===== config.mk =====
export PLATFORM = sky130hd
export DESIGN_NAME = mac_srst_ctl
export DESIGN_NICKNAME = d
export VERILOG_FILES = /design/src/rtl/srst_pkg.sv /design/src/rtl/srst_fsm.sv /design/src/rtl/srst_regs.sv /design/src/rtl/mac_srst_ctl.sv
export SDC_FILE = /design/constraint.sdc
export NUM_CORES = 1
export LEC_CHECK = 0
export BUFFER_PORTS_ARGS = -buffer_cell sky130_fd_sc_hd__buf_2
export CAP_MARGIN = 40
export CELL_PAD_IN_SITES_DETAIL_PLACEMENT = 0
export CELL_PAD_IN_SITES_GLOBAL_PLACEMENT = 1
export CORE_MARGIN = 4
export CORE_UTILIZATION = 45
export DETAILED_ROUTE_END_ITERATION = 8
export PLACE_DENSITY = 0.87
export SYNTH_ARGS = -nofsm -noshare
export SYNTH_HDL_FRONTEND = slang
export SYNTH_SLANG_ARGS = --single-unit
export TNS_END_PERCENT = 10

===== constraint.sdc =====
create_clock -name clk -period 6.6 [get_ports clk]
set_input_delay 0.99 -clock clk [delete_from_list [all_inputs] [get_ports clk]]
set_output_delay 0.99 -clock clk [all_outputs]
set_load 0.01 [all_outputs]

===== src/rtl/srst_pkg.sv =====
// Shared definitions for the soft reset sequencer.
// Assumes: register map is control at 0, configuration at 1, preserved block from 2.
package srst_pkg;
    typedef enum logic [2:0] {
        ST_IDLE,
        ST_WAIT_BUS,
        ST_RESETTING,
        ST_RELOAD_WAIT,
        ST_DONE
    } srst_state_e;

    localparam int ADDR_CTRL   = 0;
    localparam int ADDR_CFG    = 1;
    localparam int ADDR_PRESV0 = 2;
endpackage


===== src/rtl/srst_fsm.sv =====
// Reset sequencer state machine: waits for bus idle, runs the timed window,
// tracks the reload handshake and finishes only when both are complete.
// Assumes: RST_CYCLES >= 2; disable_i synchronous to clk.
module srst_fsm
    import srst_pkg::*;
#(
    parameter int RST_CYCLES = 250000
) (
    input  logic        clk,
    input  logic        rst_n,
    input  logic        disable_i,
    input  logic        start_i,
    input  logic        bus_idle_i,
    input  logic        reload_done_i,
    output srst_state_e state_o,
    output logic        reload_req_o,
    output logic        reload_take_o,
    output logic        enter_rst_o,
    output logic        rst_active_o
);
    localparam int TMR_W = $clog2(RST_CYCLES);

    srst_state_e       state_q;
    logic [TMR_W-1:0]  tmr_q;
    logic              seen_q;

    // Reset window covers the timed phase and any wait for a late reload.
    assign rst_active_o  = (state_q == ST_RESETTING) || (state_q == ST_RELOAD_WAIT);
    assign reload_req_o  = rst_active_o && !seen_q && !disable_i;
    assign reload_take_o = reload_req_o && reload_done_i;
    assign enter_rst_o   = (state_q == ST_WAIT_BUS) && bus_idle_i && !disable_i;
    assign state_o       = state_q;

    // State, window timer and reload-seen flag.
    always_ff @(posedge clk) begin
        if (!rst_n || disable_i) begin
            state_q <= ST_IDLE;
            tmr_q   <= '0;
            seen_q  <= 1'b0;
        end else begin
            case (state_q)
                ST_IDLE: begin
                    if (start_i) state_q <= ST_WAIT_BUS;
                end
                ST_WAIT_BUS: begin
                    if (bus_idle_i) begin
                        state_q <= ST_RESETTING;
                        tmr_q   <= TMR_W'(RST_CYCLES - 1);
                        seen_q  <= 1'b0;
                    end
                end
                ST_RESETTING: begin
                    if (reload_take_o) seen_q <= 1'b1;
                    if (tmr_q == '0) begin
                        state_q <= (seen_q || reload_take_o) ? ST_DONE : ST_RELOAD_WAIT;
                    end else begin
                        tmr_q <= tmr_q - 1'b1;
                    end
                end
                ST_RELOAD_WAIT: begin
                    if (reload_take_o) state_q <= ST_DONE;
                end
                default: state_q <= ST_IDLE;
            endcase
        end
    end
endmodule


===== src/rtl/srst_regs.sv =====
// Register bank behind the single-cycle bus: control, configuration and a
// preserved block. Grants access only while no reset is applied.
// Assumes: ADDR_PRESV0 + PRESV_N <= 2**ADDR_W.
module srst_regs
    import srst_pkg::*;
#(
    parameter int DATA_W  = 32,
    parameter int ADDR_W  = 4,
    parameter int PRESV_N = 4
) (
    input  logic              clk,
    input  logic              rst_n,
    input  logic              disable_i,
    input  srst_state_e       state_i,
    input  logic              enter_rst_i,
    input  logic              reload_take_i,
    input  logic [DATA_W-1:0] reload_data_i,
    input  logic              req_i,
    input  logic              we_i,
    input  logic [ADDR_W-1:0] addr_i,
    input  logic [DATA_W-1:0] wdata_i,
    output logic              ack_o,
    output logic [DATA_W-1:0] rdata_o,
    output logic              start_o
);
    logic [DATA_W-1:0] ctrl_q;
    logic [DATA_W-1:0] cfg_q;
    logic [DATA_W-1:0] presv_q [PRESV_N];
    logic [DATA_W-1:0] rd_val;
    logic              acc;
    logic              wr;
    int unsigned       a;

    assign a       = int'(addr_i);
    assign acc     = req_i && !disable_i && (state_i == ST_IDLE || state_i == ST_WAIT_BUS);
    assign wr      = acc && we_i;
    assign start_o = wr && (a == ADDR_CTRL) && wdata_i[0] && (state_i == ST_IDLE);

    // Control register: bit 0 is the self-clearing request, upper bits plain.
    always_ff @(posedge clk) begin
        if (!rst_n || disable_i) begin
            ctrl_q <= '0;
        end else if (enter_rst_i) begin
            ctrl_q <= {{(DATA_W-1){1'b0}}, ctrl_q[0]};
        end else if (state_i == ST_DONE) begin
            ctrl_q[0] <= 1'b0;
        end else if (wr && a == ADDR_CTRL) begin
            ctrl_q <= {wdata_i[DATA_W-1:1], ctrl_q[0] | start_o};
        end
    end

    // Configuration register: cleared by reset, refilled by the reload.
    always_ff @(posedge clk) begin
        if (!rst_n || disable_i || enter_rst_i) begin
            cfg_q <= '0;
        end else if (reload_take_i) begin
            cfg_q <= reload_data_i;
        end else if (wr && a == ADDR_CFG) begin
            cfg_q <= wdata_i;
        end
    end

    // Preserved registers: only power-on reset clears them.
    for (genvar g = 0; g < PRESV_N; g++) begin : g_presv
        always_ff @(posedge clk) begin
            if (!rst_n) begin
                presv_q[g] <= '0;
            end else if (wr && a == ADDR_PRESV0 + g) begin
                presv_q[g] <= wdata_i;
            end
        end
    end

    // Read multiplexer; unmapped addresses read as zero.
    always_comb begin
        rd_val = '0;
        if (a == ADDR_CTRL) rd_val = ctrl_q;
        if (a == ADDR_CFG)  rd_val = cfg_q;
        for (int i = 0; i < PRESV_N; i++) begin
            if (a == ADDR_PRESV0 + i) rd_val = presv_q[i];
        end
    end

    // Acknowledge and read data, one cycle after the request.
    always_ff @(posedge clk) begin
        if (!rst_n) begin
            ack_o   <= 1'b0;
            rdata_o <= '0;
        end else begin
            ack_o   <= acc;
            rdata_o <= (acc && !we_i) ? rd_val : '0;
        end
    end
endmodule


===== src/rtl/mac_srst_ctl.sv =====
// Top of the soft reset sequencer: joins the state machine and the register
// bank, forms the internal reset and clock enable, and blanks transmit data.
// Assumes: all inputs synchronous to clk.
module mac_srst_ctl #(
    parameter int DATA_W     = 32,
    parameter int ADDR_W     = 4,
    parameter int PRESV_N    = 4,
    parameter int TX_W       = 8,
    parameter int RST_CYCLES = 250000
) (
    input  logic              clk,
    input  logic              rst_n,
    input  logic              unit_disable_i,
    input  logic              bus_idle_i,
    input  logic              bus_req_i,
    input  logic              bus_we_i,
    input  logic [ADDR_W-1:0] bus_addr_i,
    input  logic [DATA_W-1:0] bus_wdata_i,
    output logic              bus_ack_o,
    output logic [DATA_W-1:0] bus_rdata_o,
    output logic              reload_req_o,
    input  logic              reload_done_i,
    input  logic [DATA_W-1:0] reload_data_i,
    output logic              int_rst_o,
    output logic              clk_en_o,
    input  logic [TX_W-1:0]   tx_data_i,
    output logic [TX_W-1:0]   tx_data_o
);
    srst_pkg::srst_state_e state;
    logic start, take, enter, active;

    srst_fsm #(.RST_CYCLES(RST_CYCLES)) u_fsm (
        .clk          (clk),
        .rst_n        (rst_n),
        .disable_i    (unit_disable_i),
        .start_i      (start),
        .bus_idle_i   (bus_idle_i),
        .reload_done_i(reload_done_i),
        .state_o      (state),
        .reload_req_o (reload_req_o),
        .reload_take_o(take),
        .enter_rst_o  (enter),
        .rst_active_o (active)
    );

    srst_regs #(.DATA_W(DATA_W), .ADDR_W(ADDR_W), .PRESV_N(PRESV_N)) u_regs (
        .clk          (clk),
        .rst_n        (rst_n),
        .disable_i    (unit_disable_i),
        .state_i      (state),
        .enter_rst_i  (enter),
        .reload_take_i(take),
        .reload_data_i(reload_data_i),
        .req_i        (bus_req_i),
        .we_i         (bus_we_i),
        .addr_i       (bus_addr_i),
        .wdata_i      (bus_wdata_i),
        .ack_o        (bus_ack_o),
        .rdata_o      (bus_rdata_o),
        .start_o      (start)
    );

    // Internal reset, clock enable and transmit blanking.
    assign int_rst_o = unit_disable_i || active;
    assign clk_en_o  = !unit_disable_i;
    assign tx_data_o = int_rst_o ? '0 : tx_data_i;
endmodule


==> results of run 1 <==
[cell usage after synthesis (4+ instances only)]
master / n
and2_1: 139
edfxtp_1: 128
dfxtp_1: 119
nand2_1: 77
a21oi_1: 71
mux2i_1: 68
clkbuf_1: 59
nor2_1: 46
nor3_1: 41
a211oi_1: 38
a221oi_1: 31
a22oi_1: 31
inv_1: 15
or3_1: 11
buf_2: 9
nor4_1: 9
or4_1: 7
o21ai_0: 6
buf_1: 5
a31oi_1: 4
nand2b_1: 4
nand3_1: 4
nor2b_1: 4
[tightest hold or removal path, stage by stage, from the launching register on]
cell     delay (ps)
dfxtp_1         310
nand2_1          50
a21oi_1          50
[kinds of logic (layout without fill, tap and decap cells)]
logic type | after synthesis | in the layout
flip-flops | 247 | 247
buffers and inverters | 90 | 214
AND/OR/NAND/NOR | 369 | 369
multiplexers | 68 | 68
adder cells (fa/ha/maj) | 1 | 1
AO/OA/AOI/OAI | 205 | 205
[report_power, final]
part | switching, uW | total (uW) | leakage, uW | internal, uW
clock network | 578 | 1370 | 0.000400 | 792
logic | 102 | 152 | 0.00190 | 50.8
registers | 12.3 | 1670 | 0.00218 | 1660
[final cells by class]
class / instances / share of cell area (%)
Sequential cell: 247 / 49.52
Tap cell: 319 / 3.174
Clock inverter: 17 / 0.8260
Timing Repair Buffer: 151 / 6.906
Inverter: 15 / 0.4478
Multi-Input combinational cell: 643 / 33.56
Clock buffer: 31 / 5.573
[state kept, by name, summed over array words and instances, names as in the netlist]
name / count
u_regs.ack_o: 1
u_fsm.state_o: 3
u_regs.ctrl_q: 32
u_regs.presv_q: 128
u_regs.cfg_q: 32
u_fsm.seen_q: 1
u_regs.rdata_o: 32
u_fsm.tmr_q: 18
[routing by layer]
layer  global-route usage, %  part of all wire [%]
met4                   5.844                   2.7
met3                   3.273                   6.3
met5                       0                     0
met1                   27.59                    43
met2                   34.46                    48
[per-stage QoR]
stage | power [uW] | hold WS (ps) | cells | area [um2] | worst slack, ps
finish | 3191 | 453.3 | 1423 | 12570 | 3631
global placement | 1850 | 440.8 | 1371 | 11690 | 2761
CTS | 3216 | 454.8 | 1422 | 12570 | 3629
floorplan | 1770 | 435.7 | 980 | 10700 | 2030
detailed placement | 1854 | 446.3 | 1374 | 11760 | 3115
global route | 3291 | 471.9 | 1423 | 12570 | 3524
[final timing paths]
kind	from	slack, ps	endpoint
worst max-delay path	bus_addr_i[0]	3630	u_regs.cfg_q[8]$_SDFFE_PP0P_
worst min-delay path	u_regs.ctrl_q[25]$_SDFFE_PP0P_	450	u_regs.ctrl_q[25]$_SDFFE_PP0P_
worst max register to register	u_fsm.state_o[2]$_SDFFE_PP0P_	3810	u_regs.cfg_q[8]$_SDFFE_PP0P_
worst min register to register	u_regs.ctrl_q[25]$_SDFFE_PP0P_	450	u_regs.ctrl_q[25]$_SDFFE_PP0P_
==> summary.md, run 1 <==
| Metric | Value |
|---|---|
| Bufs on Longest Clock Path | `3` |
| Hold crit path type | `reg2reg` |
| Layout area overhead | `17.50%` |
| Syn Area/Cell | `between 10 and 15 um2` |
| Setup crit end kind | `flop` |
| Hold depth | `2` |
| Synth Flop Type | `edfxtp_1` |
| Die area | `approximately 26000 um2` |
| Relative slew slack | `46.72%` |
| CP peak stage delay | `680 ps` |
| I/O pins | `~130` |
| Setup Buffers After CTS | `0` |
| Maximum capacitance violations | `0` |
| Post-synthesis xor/xnor area fraction | `0%` |
| Post-synth EDFFs | `approximately 130` |
| # diodes | `0` |
| Final wirelength | `27670 um` |
| CTS root buf | `clkbuf_16` |
| Most frequent cells in the layout | `and2_1, edfxtp_1, buf_2, dfxtp_1, nand2_1` |
| Post-synthesis compound-gate area fraction | `13.12%` |
| Async SR Flop Fraction | `0%` |
| FMAX | `roughly 0.34 GHz` |
| Cell depth of the worst setup path | `6` |
| Number of global-route vias before repair | `between 7000 and 8000` |
| Post-synth top area share | `between 30% and 40%` |
| Via/cell ratio | `around 5.6` |
| Core box area | `23400 um2` |
| DRC viols | `0` |
| RSZ-0062 raised after global routing | `no` |
| Clock Sinks | `247` |
| Maximum VDD drop | `0.1882 mV` |
| GRT Overall Usage | `between 20% and 30%` |
| Clk_skew | `about 12 ps` |
| # setup viols final | `0` |
| Num CTS Buffers | `26` |
| CP arrival | `3330 ps` |
| Synthesized flop and latch total | `around 250` |
| Remaining antenna violation count after routing | `0` |
| Synth area leader | `edfxtp_1` |
| Slowest cell on crit path | `and4_1` |
| Detailed Route Iter0 Violations | `roughly 680` |
| H-tree depth | `1` |
| Hpwl dp | `17430 um` |
| Post-synthesis sequential area ratio | `58.19%` |
| Adder-Cell Fraction of Synth Area | `less than 1%` |
| Syn Nets | `around 1100` |
| Final GP Congestion | `around 0.85` |
| Die width | `about 160 um` |
| Sequential cell area | `just over 6000 um2` |
| Largest family of logic cells by synthesized area | `simple AND/OR/NAND/NOR gates` |
| Synth Warn # | `0` |
| Die height | `162.2 um` |
| Crit start category | `input port` |
| Skew-Pair Late Insertion Delay | `520 ps` |
| P_leak | `0.004475 uW` |
| Initial antenna violation count | `0` |
| Setup TNS | `0 ps` |
| Pin count of the biggest net entering global routing | `65` |
| PwrDens | `253.8 nW/um2` |
| Area of the multi-input gates | `about 4200 um2` |
| Worst endpoint required time | `just under 7000 ps` |
| Status | `complete, no violations` |
| Via Count | `7937` |
| Simple-gate portion of the synthesized area | `between 10% and 20%` |
| Synth unique cells | `between 50 and 60` |
| Commonest non-fill, non-tap cell in the layout | `and2_1` |
| Std cell rows | `56` |
| Fin. Hold Viols | `0` |
| Measured slew at the worst slew-check pin | `~800 ps` |
| Fillers | `2109` |
| DRT Pass-1 Iters | `5` |
| Crit path buf inv count | `3` |
| Port Buf Inserts | `~130` |
| Starting Density | `45.72%` |
| Mapped Cells | `between 900 and 1000` |
| Syn Std Cell Area | `10700 um2` |
| Wirelength per Cell | `just under 20 um` |
| Crit path kind | `in2reg` |
| Period utilization | `between 40 and 50%` |
| Global route total overflow | `0` |
| Mux contribution to synthesized area | `under 10%` |
| Final Core Density | `between 50% and 60%` |
| CTS tree | `done` |
| Crit path max fanout | `39` |
| Final Max Tran Viols | `0` |
| Worst-path clk slew | `60 ps` |
| Reg2reg path depth | `6` |
| Share of layout cells above drive strength 1 | `approximately a fifth` |
| CP delay by family, top | `simple AND/OR/NAND/NOR gates` |
| NumNets Final | `approximately 1200` |
| CP Cell Sequence | `buf_2 > buf_4 > and4_1 > buf_16 > or2_2 > a211oi_1` |
| Resized cells post-CTS | `0` |
| Synth area leaders | `edfxtp_1, dfxtp_1, and2_1` |
| Final min period | `2969 ps` |
| Global-route wire length before repair | `roughly 43000 um` |
| Hold_buf cts | `0` |
(Power assumes the default switching activity.)
==> run 2, diff against run 1 <==
- CORE_UTILIZATION: 45 -> 42
- PLACE_DENSITY: 0.87 -> 0.85
- clock period: 6.6 -> 2.47 ns (I/O delays scaled with it)
==> run 2 against run 1 <==
Net effect:
- utilization decreased by 2.2 points
- sequential cell count did not move
- power rose to 2.9 times the previous value
- design area up 2.8%
- sequential share of layout area is 1.4 points lower
- critical path type is now reg2reg
- via count rose by 1.8%
==> summary.md, run 2 (same netlist as run 1, synthesis figures left out) <==
| Metric | Value |
|---|---|
| Status | `complete, no violations` |
| Maximum capacitance violations | `0 (unchanged)` |
| Hold_buf cts | `0 (unchanged)` |
| Pin count of the biggest net entering global routing | `41 (-37%)` |
| Reg2Reg Capture Point | `u_fsm.tmr_q[14]$_SDFFE_PP0P_` |
| Switching power of the nets | `1926 uW (+180%)` |
| Hold crit path type | `in2reg` |
| DRT Pass-1 Iters | `5 (unchanged)` |
| Hold depth | `3 (+1)` |
| DRC viols | `0 (unchanged)` |
| Setup crit end kind | `flop` |
| Share of layout cells above drive strength 1 | `20.97% (+2.0 points)` |
| Num CTS Buffers | `27 (+3.8%)` |
| Crit path max fanout | `5 (-87%)` |
| Skew-Pair Late Insertion Delay | `530 ps (about the same)` |
| Via/cell ratio | `5.527 (-0.91%)` |
| Commonest non-fill, non-tap cell in the layout | `and2_1` |
| Max reg flops | `128 (unchanged)` |
| # setup viols final | `0 (unchanged)` |
| Worst-path clk slew | `60 ps (about the same)` |
| Port Buf Inserts | `126 (unchanged)` |
| CTS tree | `done` |
| Measured slew at the worst slew-check pin | `631.9 ps (-167.3 ps)` |
| Maximum VDD drop | `0.4370 mV (+130%)` |
| Sw Ratio | `21.10% (-0.57 points)` |
| CP arrival | `2700 ps (-630 ps)` |
| Gate power share | `4.5% (-0.3 points)` |
| Resized cells post-CTS | `0 (unchanged)` |
| Min-delay src | `bus_wdata_i[16]` |
| Setup Buffers After CTS | `0 (unchanged)` |
| Global route total overflow | `0 (unchanged)` |
| Period utilization | `~91%` |
| Core box area | `25110 um2 (+7.3%)` |
| Crit path kind | `reg2reg` |
| PwrDens | `705.9 nW/um2 (+180%)` |
| Clk pwr share | `46.6% (+3.7 points)` |
| CTS root buf | `clkbuf_16` |
| Global-route wire length before repair | `45530 um (+5.6%)` |
| Die area | `28090 um2 (+6.8%)` |
| Largest register by flop count | `u_regs.presv_q` |
| Clock Sinks | `247 (unchanged)` |
| GRT Overall Usage | `19.81% (-0.66 points)` |
| Wirelength per Cell | `19.24 um (-1.1%)` |
| Setup TNS | `0 ps (unchanged)` |
| Fillers | `2259 (+7.1%)` |
| Die height | `167.6 um (+3.3%)` |
| RSZ-0062 raised after global routing | `no` |
| NumNets Final | `1193 (+2.1%)` |
| Starting Density | `42.62% (-3.1 points)` |
| Crit start category | `flop` |
| Std cell rows | `58 (+3.6%)` |
| Reg2reg setup slack | `220 ps (-3590 ps)` |
| Bufs on Longest Clock Path | `3 (unchanged)` |
| Clk_skew | `7.761 ps (-4.481 ps)` |
| Remaining antenna violation count after routing | `0 (unchanged)` |
| Final GP Congestion | `0.8570 (+0.97%)` |
| Worst endpoint required time | `2920 ps (-4040 ps)` |
| Detailed Route Iter0 Violations | `657 (-2.7%)` |
| I/O pins | `127 (unchanged)` |
| Number of global-route vias before repair | `8389 (+9.0%)` |
| Via Count | `8080 (+1.8%)` |
| H-tree depth | `1 (unchanged)` |
| Reg2reg path depth | `6 (unchanged)` |
| Overall power | `9127 uW (+190%)` |
| Final min period | `2245 ps` |
| Internal power | `7200 uW (+190%)` |
| Die width | `167.6 um (+3.3%)` |
| Worst r2r src | `u_fsm.tmr_q[0]$_SDFFE_PP0P_` |
| Relative slew slack | `56.78% (+10 points)` |
| Sequential power share | `48.9% (-3.4 points)` |
| Fin. Hold Viols | `0 (unchanged)` |
| Final wirelength | `28120 um (+1.6%)` |
| Final hold slack | `121.7 ps (-331.7 ps)` |
| Hpwl dp | `18340 um (+5.2%)` |
| Final Max Tran Viols | `0 (unchanged)` |
| P_leak | `0.004664 uW (+4.2%)` |
| Hold EP | `u_regs.ctrl_q[16]$_SDFFE_PP0P_` |
| FMAX | `about 0.45 GHz` |
| Most frequent cells in the layout | `and2_1, edfxtp_1, buf_2, dfxtp_1, nand2_1` |
| Initial antenna violation count | `4 (+4)` |
| Layout area overhead | `20.84%` |
[run 2: cell count changes in the layout (fill, tap and decap cells not counted), moves of 2 or more]
| cell | change |
|---|---|
| clkinv_2 | -2 |
| bufinv_16 | +4 |
| buf_16 | -2 |
| clkbuf_1 | +4 |
| buf_12 | +5 |
| diode_2 | +2 |
| buf_4 | +22 |
| clkinv_1 | -5 |
[run 2: area by class of cell]
| class | instances | area (um2) | share of cell area, % |
|---|---|---|---|
| clock buffers | 36 | 740.7 | 5.729 |
| flip-flops and latches | 247 | 6226 | 48.15 |
| well taps | 330 | 412.9 | 3.193 |
| clock inverters | 14 | 196.4 | 1.519 |
| diodes | 2 | 5.005 | 0.03871 |
| repair buffers | 175 | 1074 | 8.303 |
| inverters | 15 | 56.30 | 0.4355 |
| multi-input cells | 643 | 4219 | 32.63 |
[run 2: how the worst max path moves through the flow]
stage	startpoint	to	cells past startpoint
floorplan	unit_disable_i	u_regs.presv_q[0][0]$_SDFFCE_PN0P_	3
global placement	u_fsm.tmr_q[0]$_SDFFE_PP0P_	u_fsm.tmr_q[14]$_SDFFE_PP0P_	6
detailed placement	u_fsm.tmr_q[0]$_SDFFE_PP0P_	u_fsm.tmr_q[16]$_SDFFE_PP0P_	6
CTS	u_fsm.state_o[2]$_SDFFE_PP0P_	reload_req_o	4
global route	u_fsm.state_o[2]$_SDFFE_PP0P_	reload_req_o	4
finish	u_fsm.tmr_q[0]$_SDFFE_PP0P_	u_fsm.tmr_q[14]$_SDFFE_PP0P_	6
[run 2: per-stage QoR]
stage	instances	setup WS (ps)	utilization [%]	instance area (um2)
final	1462	224.9	51.49	12930
after global routing	1462	132.9	51.49	12930
after CTS	1460	208.7	51.48	12920
after detailed placement	1410	256.1	47.74	11990
after global placement	1410	309.7	47.74	11990
after floorplan	980	-410.5	-	10700
[run 2: per-layer routing]
layer	GRT usage, %	vias to the layer above	part of all wire [%]
met5	0	-	0.11
met4	4.905	4	2.1
met3	3.517	51	6.0
met2	34.22	234	49
met1	25.96	3926	43
li1	-	3865	-
[run 2: power groups by stage]
stage	Sequential, uW	Combinational [uW]	Clock, uW
6_report	4460	412	4250
5_1_grt	4470	450	4490
4_1_cts	4460	416	4300
3_5_place_dp	4550	414	0
3_3_place_gp	4540	408	0
2_1_floorplan	4540	182	0
[run 2: worst max-delay path, stage by stage (launching register included)]
cell	delay (ps)
dfxtp_1	330
inv_1	90
ha_1	180
or3b_2	490
or3_4	430
or4_1	480
a31oi_1	170
